`config.mk`:
```
export PLATFORM = sky130hd
export DESIGN_NAME = spi_duplex_port
export DESIGN_NICKNAME = d
export VERILOG_FILES = /design/src/rtl/spi_dm_pkg.sv /design/src/rtl/spi_dm_prescale.sv /design/src/rtl/spi_dm_sync.sv /design/src/rtl/spi_dm_shifter.sv /design/src/rtl/spi_duplex_port.sv
export SDC_FILE = /design/constraint.sdc
export NUM_CORES = 1
export LEC_CHECK = 0
export ABC_AREA = 1
export ABC_CLOCK_PERIOD_IN_PS = 1700
export BUFFER_PORTS_ARGS = -buffer_cell sky130_fd_sc_hd__buf_2
export CORE_UTILIZATION = 50
export CTS_BUF_LIST = sky130_fd_sc_hd__clkbuf_2 sky130_fd_sc_hd__clkbuf_4 sky130_fd_sc_hd__clkbuf_8
export CTS_CLUSTER_SIZE = 8
export DETAILED_ROUTE_END_ITERATION = 12
export PLACE_DENSITY = 0.72
export REMOVE_ABC_BUFFERS = 1
export SLEW_MARGIN = 10
export SYNTH_ARGS = -nofsm -noshare
export SYNTH_HDL_FRONTEND = slang
export SYNTH_SLANG_ARGS = --single-unit
export TNS_END_PERCENT = 10
```
`constraint.sdc`:
```
create_clock -name clk -period 1.7 [get_ports clk]
set_input_delay 0.085 -clock clk [delete_from_list [all_inputs] [get_ports clk]]
set_output_delay 0.085 -clock clk [all_outputs]
set_load 0.01 [all_outputs]
```
`src/rtl/spi_dm_pkg.sv`:
```
package spi_dm_pkg;
  localparam int WORD_W = 16;
  localparam int PSEL_W = 2;
  localparam int SSEL_W = 3;

  typedef struct packed {
    logic [SSEL_W-1:0] sec;
    logic [PSEL_W-1:0] pri;
  } div_cfg_t;
endpackage

```
`src/rtl/spi_dm_prescale.sv`:
```
module spi_dm_prescale #(
  parameter int PSEL_W = 2,
  parameter int SSEL_W = 3
) (
  input  logic              clk,
  input  logic              rst,
  input  logic              run,
  input  logic [PSEL_W-1:0] pri_sel,
  input  logic [SSEL_W-1:0] sec_sel,
  output logic              tick
);
  // primary count reaches 4^sel - 1; widest setting needs 2*(2^PSEL_W - 1) bits
  localparam int PCNT_W = 2 * ((1 << PSEL_W) - 1);

  logic [PCNT_W-1:0] pcnt, pri_lim;
  logic [SSEL_W-1:0] scnt, sec_lim;

  always_comb begin
    pri_lim = (PCNT_W'(1) << {pri_sel, 1'b0}) - PCNT_W'(1);
    sec_lim = ~sec_sel; // divide by 2^SSEL_W - sel
  end

  always_ff @(posedge clk) begin
    if (rst || !run) begin
      pcnt <= '0;
      scnt <= '0;
      tick <= 1'b0;
    end else begin
      tick <= 1'b0;
      if (pcnt == pri_lim) begin
        pcnt <= '0;
        if (scnt == sec_lim) begin
          scnt <= '0;
          tick <= 1'b1;
        end else begin
          scnt <= scnt + 1'b1;
        end
      end else begin
        pcnt <= pcnt + 1'b1;
      end
    end
  end

  p_tick_gap_r3: assert property (@(posedge clk) disable iff (rst)
    (tick && !(pri_sel == '0 && sec_sel == '1)) |=> !tick);
endmodule

```
`src/rtl/spi_dm_sync.sv`:
```
module spi_dm_sync #(
  parameter int            W       = 3,
  parameter logic [W-1:0]  RST_VAL = '0
) (
  input  logic         clk,
  input  logic         rst,
  input  logic [W-1:0] d,
  output logic [W-1:0] q
);
  logic [W-1:0] meta;

  always_ff @(posedge clk) begin
    if (rst) begin
      meta <= RST_VAL;
      q    <= RST_VAL;
    end else begin
      meta <= d;
      q    <= meta;
    end
  end
endmodule

```
`src/rtl/spi_dm_shifter.sv`:
```
module spi_dm_shifter #(
  parameter int WORD_W = 16
) (
  input  logic              clk,
  input  logic              rst,
  input  logic              abort,
  input  logic              load,
  input  logic [WORD_W-1:0] load_word,
  input  logic              rise_ev,
  input  logic              fall_ev,
  input  logic              sdi_bit,
  output logic              busy,
  output logic              done,
  output logic [WORD_W-1:0] shreg
);
  localparam int CNT_W = $clog2(WORD_W);
  localparam logic [CNT_W-1:0] LAST = CNT_W'(WORD_W - 1);

  logic [CNT_W-1:0] bitcnt;
  logic             samp;

  always_ff @(posedge clk) begin
    if (rst) begin
      busy   <= 1'b0;
      done   <= 1'b0;
      bitcnt <= '0;
      shreg  <= '0;
      samp   <= 1'b0;
    end else begin
      done <= 1'b0;
      if (abort) begin
        busy   <= 1'b0;
        bitcnt <= '0;
      end else if (load) begin
        busy   <= 1'b1;
        bitcnt <= '0;
        shreg  <= load_word;
      end else if (busy) begin
        if (rise_ev) samp <= sdi_bit;
        if (fall_ev) begin
          shreg  <= {shreg[WORD_W-2:0], samp};
          bitcnt <= bitcnt + 1'b1;
          if (bitcnt == LAST) begin
            busy <= 1'b0;
            done <= 1'b1;
          end
        end
      end
    end
  end

  p_done_after_fall_r4: assert property (@(posedge clk) disable iff (rst)
    done |-> $past(fall_ev && busy));
endmodule

```
`src/rtl/spi_duplex_port.sv`:
```
module spi_duplex_port
  import spi_dm_pkg::*;
#(
  parameter int DW     = WORD_W,
  parameter int PSEL_W = spi_dm_pkg::PSEL_W,
  parameter int SSEL_W = spi_dm_pkg::SSEL_W
) (
  input  logic                     clk,
  input  logic                     rst,
  input  logic                     cfg_master,
  input  logic [PSEL_W+SSEL_W-1:0] cfg_div,
  input  logic                     wr_en,
  input  logic [DW-1:0]            wr_data,
  input  logic                     rd_en,
  output logic [DW-1:0]            rd_data,
  output logic                     tx_full,
  output logic                     rx_full,
  output logic                     rx_ovf,
  input  logic                     sck_i,
  output logic                     sck_o,
  output logic                     sck_oe,
  input  logic                     ss_n_i,
  input  logic                     sdi_i,
  output logic                     sdo_o,
  output logic                     sdo_oe
);
  logic [DW-1:0] tx_buf, shreg;
  logic          eng_busy, eng_done, load, abort, tick, sck_q;
  logic          rise_ev, fall_ev, sdi_bit;
  logic [2:0]    pin_s;
  logic          sck_s, ss_s, sdi_s, sck_p;
  logic [PSEL_W-1:0] pri_sel;
  logic [SSEL_W-1:0] sec_sel;

  assign pri_sel = cfg_div[PSEL_W-1:0];
  assign sec_sel = cfg_div[PSEL_W+SSEL_W-1:PSEL_W];

  spi_dm_sync #(.W(3), .RST_VAL(3'b010)) u_sync (
    .clk(clk), .rst(rst), .d({sdi_i, ss_n_i, sck_i}), .q(pin_s)
  );
  assign {sdi_s, ss_s, sck_s} = pin_s;

  always_ff @(posedge clk) begin
    if (rst) sck_p <= 1'b0;
    else     sck_p <= sck_s;
  end

  spi_dm_prescale #(.PSEL_W(PSEL_W), .SSEL_W(SSEL_W)) u_div (
    .clk(clk), .rst(rst), .run(cfg_master && eng_busy),
    .pri_sel(pri_sel), .sec_sel(sec_sel), .tick(tick)
  );

  always_ff @(posedge clk) begin
    if (rst || !cfg_master || !eng_busy) sck_q <= 1'b0;
    else if (tick)                       sck_q <= ~sck_q;
  end

  always_comb begin
    if (cfg_master) begin
      load    = tx_full && !eng_busy;
      abort   = 1'b0;
      rise_ev = tick && !sck_q;
      fall_ev = tick && sck_q;
      sdi_bit = sdi_i;
    end else begin
      load    = !ss_s && !eng_busy;
      abort   = ss_s;
      rise_ev = sck_s && !sck_p;
      fall_ev = !sck_s && sck_p;
      sdi_bit = sdi_s;
    end
  end

  spi_dm_shifter #(.WORD_W(DW)) u_shift (
    .clk(clk), .rst(rst), .abort(abort), .load(load), .load_word(tx_buf),
    .rise_ev(rise_ev), .fall_ev(fall_ev), .sdi_bit(sdi_bit),
    .busy(eng_busy), .done(eng_done), .shreg(shreg)
  );

  // transmit side: a write wins over a simultaneous hand-off
  always_ff @(posedge clk) begin
    if (rst) begin
      tx_buf  <= '0;
      tx_full <= 1'b0;
    end else if (wr_en) begin
      tx_buf  <= wr_data;
      tx_full <= 1'b1;
    end else if (load) begin
      tx_full <= 1'b0;
    end
  end

  // receive side: a read in the same cycle frees room for the new word
  always_ff @(posedge clk) begin
    if (rst) begin
      rd_data <= '0;
      rx_full <= 1'b0;
      rx_ovf  <= 1'b0;
    end else begin
      if (rd_en) begin
        rx_full <= 1'b0;
        rx_ovf  <= 1'b0;
      end
      if (eng_done) begin
        if (!rx_full || rd_en) begin
          rd_data <= shreg;
          rx_full <= 1'b1;
        end else begin
          rx_ovf <= 1'b1;
        end
      end
    end
  end

  assign sck_o  = sck_q;
  assign sck_oe = cfg_master;
  assign sdo_o  = shreg[DW-1];
  assign sdo_oe = cfg_master || !ss_s;

  p_take_word_r2: assert property (@(posedge clk) disable iff (rst)
    (cfg_master && !eng_busy && tx_full && !wr_en) |=> !tx_full);
  p_idle_low_r9: assert property (@(posedge clk) disable iff (rst)
    !eng_busy |-> !sck_o);
  p_hold_rx_r6: assert property (@(posedge clk) disable iff (rst)
    (rx_full && !rd_en) |=> (rx_full && $stable(rd_data)));
  p_ovf_sticky_r6: assert property (@(posedge clk) disable iff (rst)
    (rx_ovf && !rd_en) |=> rx_ovf);
  p_hiz_deselect_r8: assert property (@(posedge clk) disable iff (rst)
    (!cfg_master && ss_s) |-> !sdo_oe);
endmodule

```
==> key figures <==
Power and ir drop
  • Net Switching: 0.000957 W
  • Internal power: about 0.0029 W
  • Logic pwr share: 0.106
  • Lkg Pwr: a little under 2 nW
  • Peak VDD IR: between 0.6 and 0.7 mV
  • Power Density: slightly below 1000 nW/µm²
  • Sw Ratio: 0.249
  • Seq pwr share: 0.493
  • Clock share of power: 0.401

Synthesis
  • Yosys top cell by area: dfxtp_1
  • Largest family of logic cells by synthesized area: simple AND/OR/NAND/NOR gates
  • Post-Synth Simple-Gate Area: 0.286
  • Post-synth top area share: 0.474
  • Seq/Total Area, Yosys: 0.474
  • Syn avg cell area: 7.01 µm²
  • Mapped Cells: 458
  • Xor-xnor portion of the synthesized cell area: 0.0245
  • Post-Syn Area: 3210 µm²
  • Mux cell area share after synthesis: 0
  • Register bit total from synthesis: 76
  • Ys Warns: 0
  • Adder-Cell Fraction of Synth Area: 0.0156
  • Compound-Gate Fraction of Synth Area: 0.105
  • Synth unique cells: 24
  • Area contributors post-synth: dfxtp_1, nand2_1, nor2_1

Timing
  • Fin Setup TNS: 0 ps
  • RSZ-0062 raised after global routing: no
  • Endpoints failing hold: 0
  • Fin crit period: 1380 ps
  • Clock skew: 9.81 ps
  • Ratio of final minimum period to clock period: 0.812
  • Worst-Margin Slew: 665 ps
  • Max_slew headroom: 0.556
  • Final Slew Violations: 0
  • FMAX: 0.724 GHz
  • # setup viols final: 0

Final layout
  • Commonest non-fill, non-tap cell in the layout: nand2_1
  • Finished Layout Cells: between 600 and 700
  • Area Growth Syn to Fin: 20.6%
  • # diodes: 0
  • Most frequent cells in the layout: nand2_1, nor2_1, dfxtp_1
  • Nets: 554
  • Layout Utilization: 0.639
  • Share of cells above drive strength 1: 0.150

Drt
  • Post-DRT Antenna Nets: 0
  • Total detailed-routing wirelength: about 6600 µm
  • DRT iter0 DRCs: 141
  • Drc violations: 0
  • Wire per inst: 11.0 µm
  • Total number of vias: 2886
  • Drt first pass iters: 4
  • Via density: 4.80

Global routing
  • Pin count of the biggest net entering global routing: 33
  • Busiest grt layer: met2
  • Initial antenna violation count: 0
  • Overall Global Routing Usage: 0.217
  • Vias in the first global route: ~2500
  • Met1 Usage GRT: 0.275
  • Met3 usage: 0.0527
  • Met2 Usage GRT: 0.354
  • GRT overflow: 0
  • First-pass GRT wire length: 11000 µm

Clocking
  • Worst-path clk slew: 80 ps
  • Post-CTS Repair Setup Buffers: 0
  • CTS tree: done
  • Clk Latency, worst-skew pair: 350 ps
  • Clk buf depth: 2
  • Clk root buf: clkbuf_8
  • Inserted Clock Buffers: 9
  • CTS Sinks: 76
  • Htree depth: 3

Critical path
  • WP data required: 1950 ps
  • CP Max Fanout: 32
  • CP Capture Type: register
  • Worst setup SP type: register
  • Arrival @ worst endpoint: around 1600 ps
  • Critical path class: reg -> reg
  • FF-to-FF setup slack: 320 ps

Run status
  • Status: completed

Die
  • Die W: 82.1 µm
  • Io pins: 52
  • Chip Height: between 80 and 90 µm
  • Total die area: 6750 µm²
  • Row Count: 28
  • Initial Util: 0.530
  • Core area: slightly above 6000 µm²

Place
  • Input/output buffers: 51
  • Placer Congestion: 0.774
  • Post-Place Cells: 569
  • DP HPWL: 4200 µm

Flow run
  • Maxcap violations: 0

Min path
  • Worst min path class: in -> reg
## critical path: stages (launching register included)
cell and delay, ps:
dfxtp_1 350, inv_1 50, nand2_1 120, nand3_4 180
nand2_2 140, nand2_4 190, nor2_1 190, nor2_1 60
## timing repair
| item | CTS | global route |
|---|---|---|
| hold endpoints to repair | 16 | 0 |
| hold buffers | 16 | 0 |
| gates resized for setup | 0 | 1 |
| setup endpoints to repair | 0 | 6 |
## cells by family after synthesis
| kind of cell | Yosys count |
|---|---|
| flops | 76 |
| xor+xnor | 9 |
| fa+ha+maj | 4 |
| simple gates | 230 |
| buf+inv | 72 |
| compound gates | 67 |
## metrics by stage
stage	total power, W	instance area [µm²]	hold slack (ps)	worst slack, ps
after global placement	0.00229	3480	268	239
after CTS	0.00386	3870	4.04	140
after floorplan	0.00218	3110	154	295
after global routing	0.00401	3870	43.4	141
after detailed placement	0.00231	3480	272	173
final	0.00384	3870	10.7	319
## registers in the layout (all words and copies together) (netlist names)
signal / cells
rd_data: 16
rx_full: 1
rx_ovf: 1
sck_o: 1
sck_p: 1
tx_buf: 16
tx_full: 1
u_div.pcnt: 6
u_div.scnt: 3
u_div.tick: 1
u_shift.bitcnt: 4
u_shift.busy: 1
u_shift.done: 1
u_shift.samp: 1
u_shift.shreg: 16
u_sync.meta: 3
u_sync.q: 3
## final cells by class
class	count	area [µm²]
sequential	76	1520
multi-input combinational	310	1390
fill	543	2190
timing repair buffer	71	445
clock buffer	10	138
inverter	53	199
clock inverter	6	87.6
tap	75	93.8
## metal layers
layer / share of wire / routed length, µm
met2: 0.46 / 3070
met3: 0.035 / 235
met5: 0 / 0
met4: 0.017 / 112
met1: 0.48 / 3210
## cells in the mapped netlist (all sizes together)
cell and n:
clkinv 1, dfxtp 76, inv 52, xor2 7, ha 4, o21ai 39, buf 9, a21oi 27
or2 2, nand3 11, xnor2 2, clkbuf 10, nor2 80, nor3 2, nor3b 1, nand2 132
nand4 2, o21a 1
## path summary, 6_finish.rpt
| check | from | end | cells after the start |
|---|---|---|---|
| hold / removal | wr_data[15] | tx_buf[15]$_SDFFE_PP0P_ | 3 |
| hold reg to reg | u_sync.meta[0]$_SDFF_PP0_ | u_sync.q[0]$_SDFF_PP0_ | 2 |
| setup reg to reg | tx_full$_SDFFE_PP0P_ | u_shift.shreg[12]$_SDFFE_PP0P_ | 7 |
| setup / recovery | tx_full$_SDFFE_PP0P_ | u_shift.shreg[12]$_SDFFE_PP0P_ | 7 |
## power groups by stage
stage	clock, W	combinational [W]	sequential [W]
after floorplan	0	0.000254	0.00193
after global placement	0	0.000365	0.00193
after detailed placement	0	0.000375	0.00193
after CTS	0.00156	0.000408	0.00189
after global routing	0.00164	0.000471	0.00190
final	0.00154	0.000408	0.00189
No activity file was read; power rests on OpenSTA's default activity.
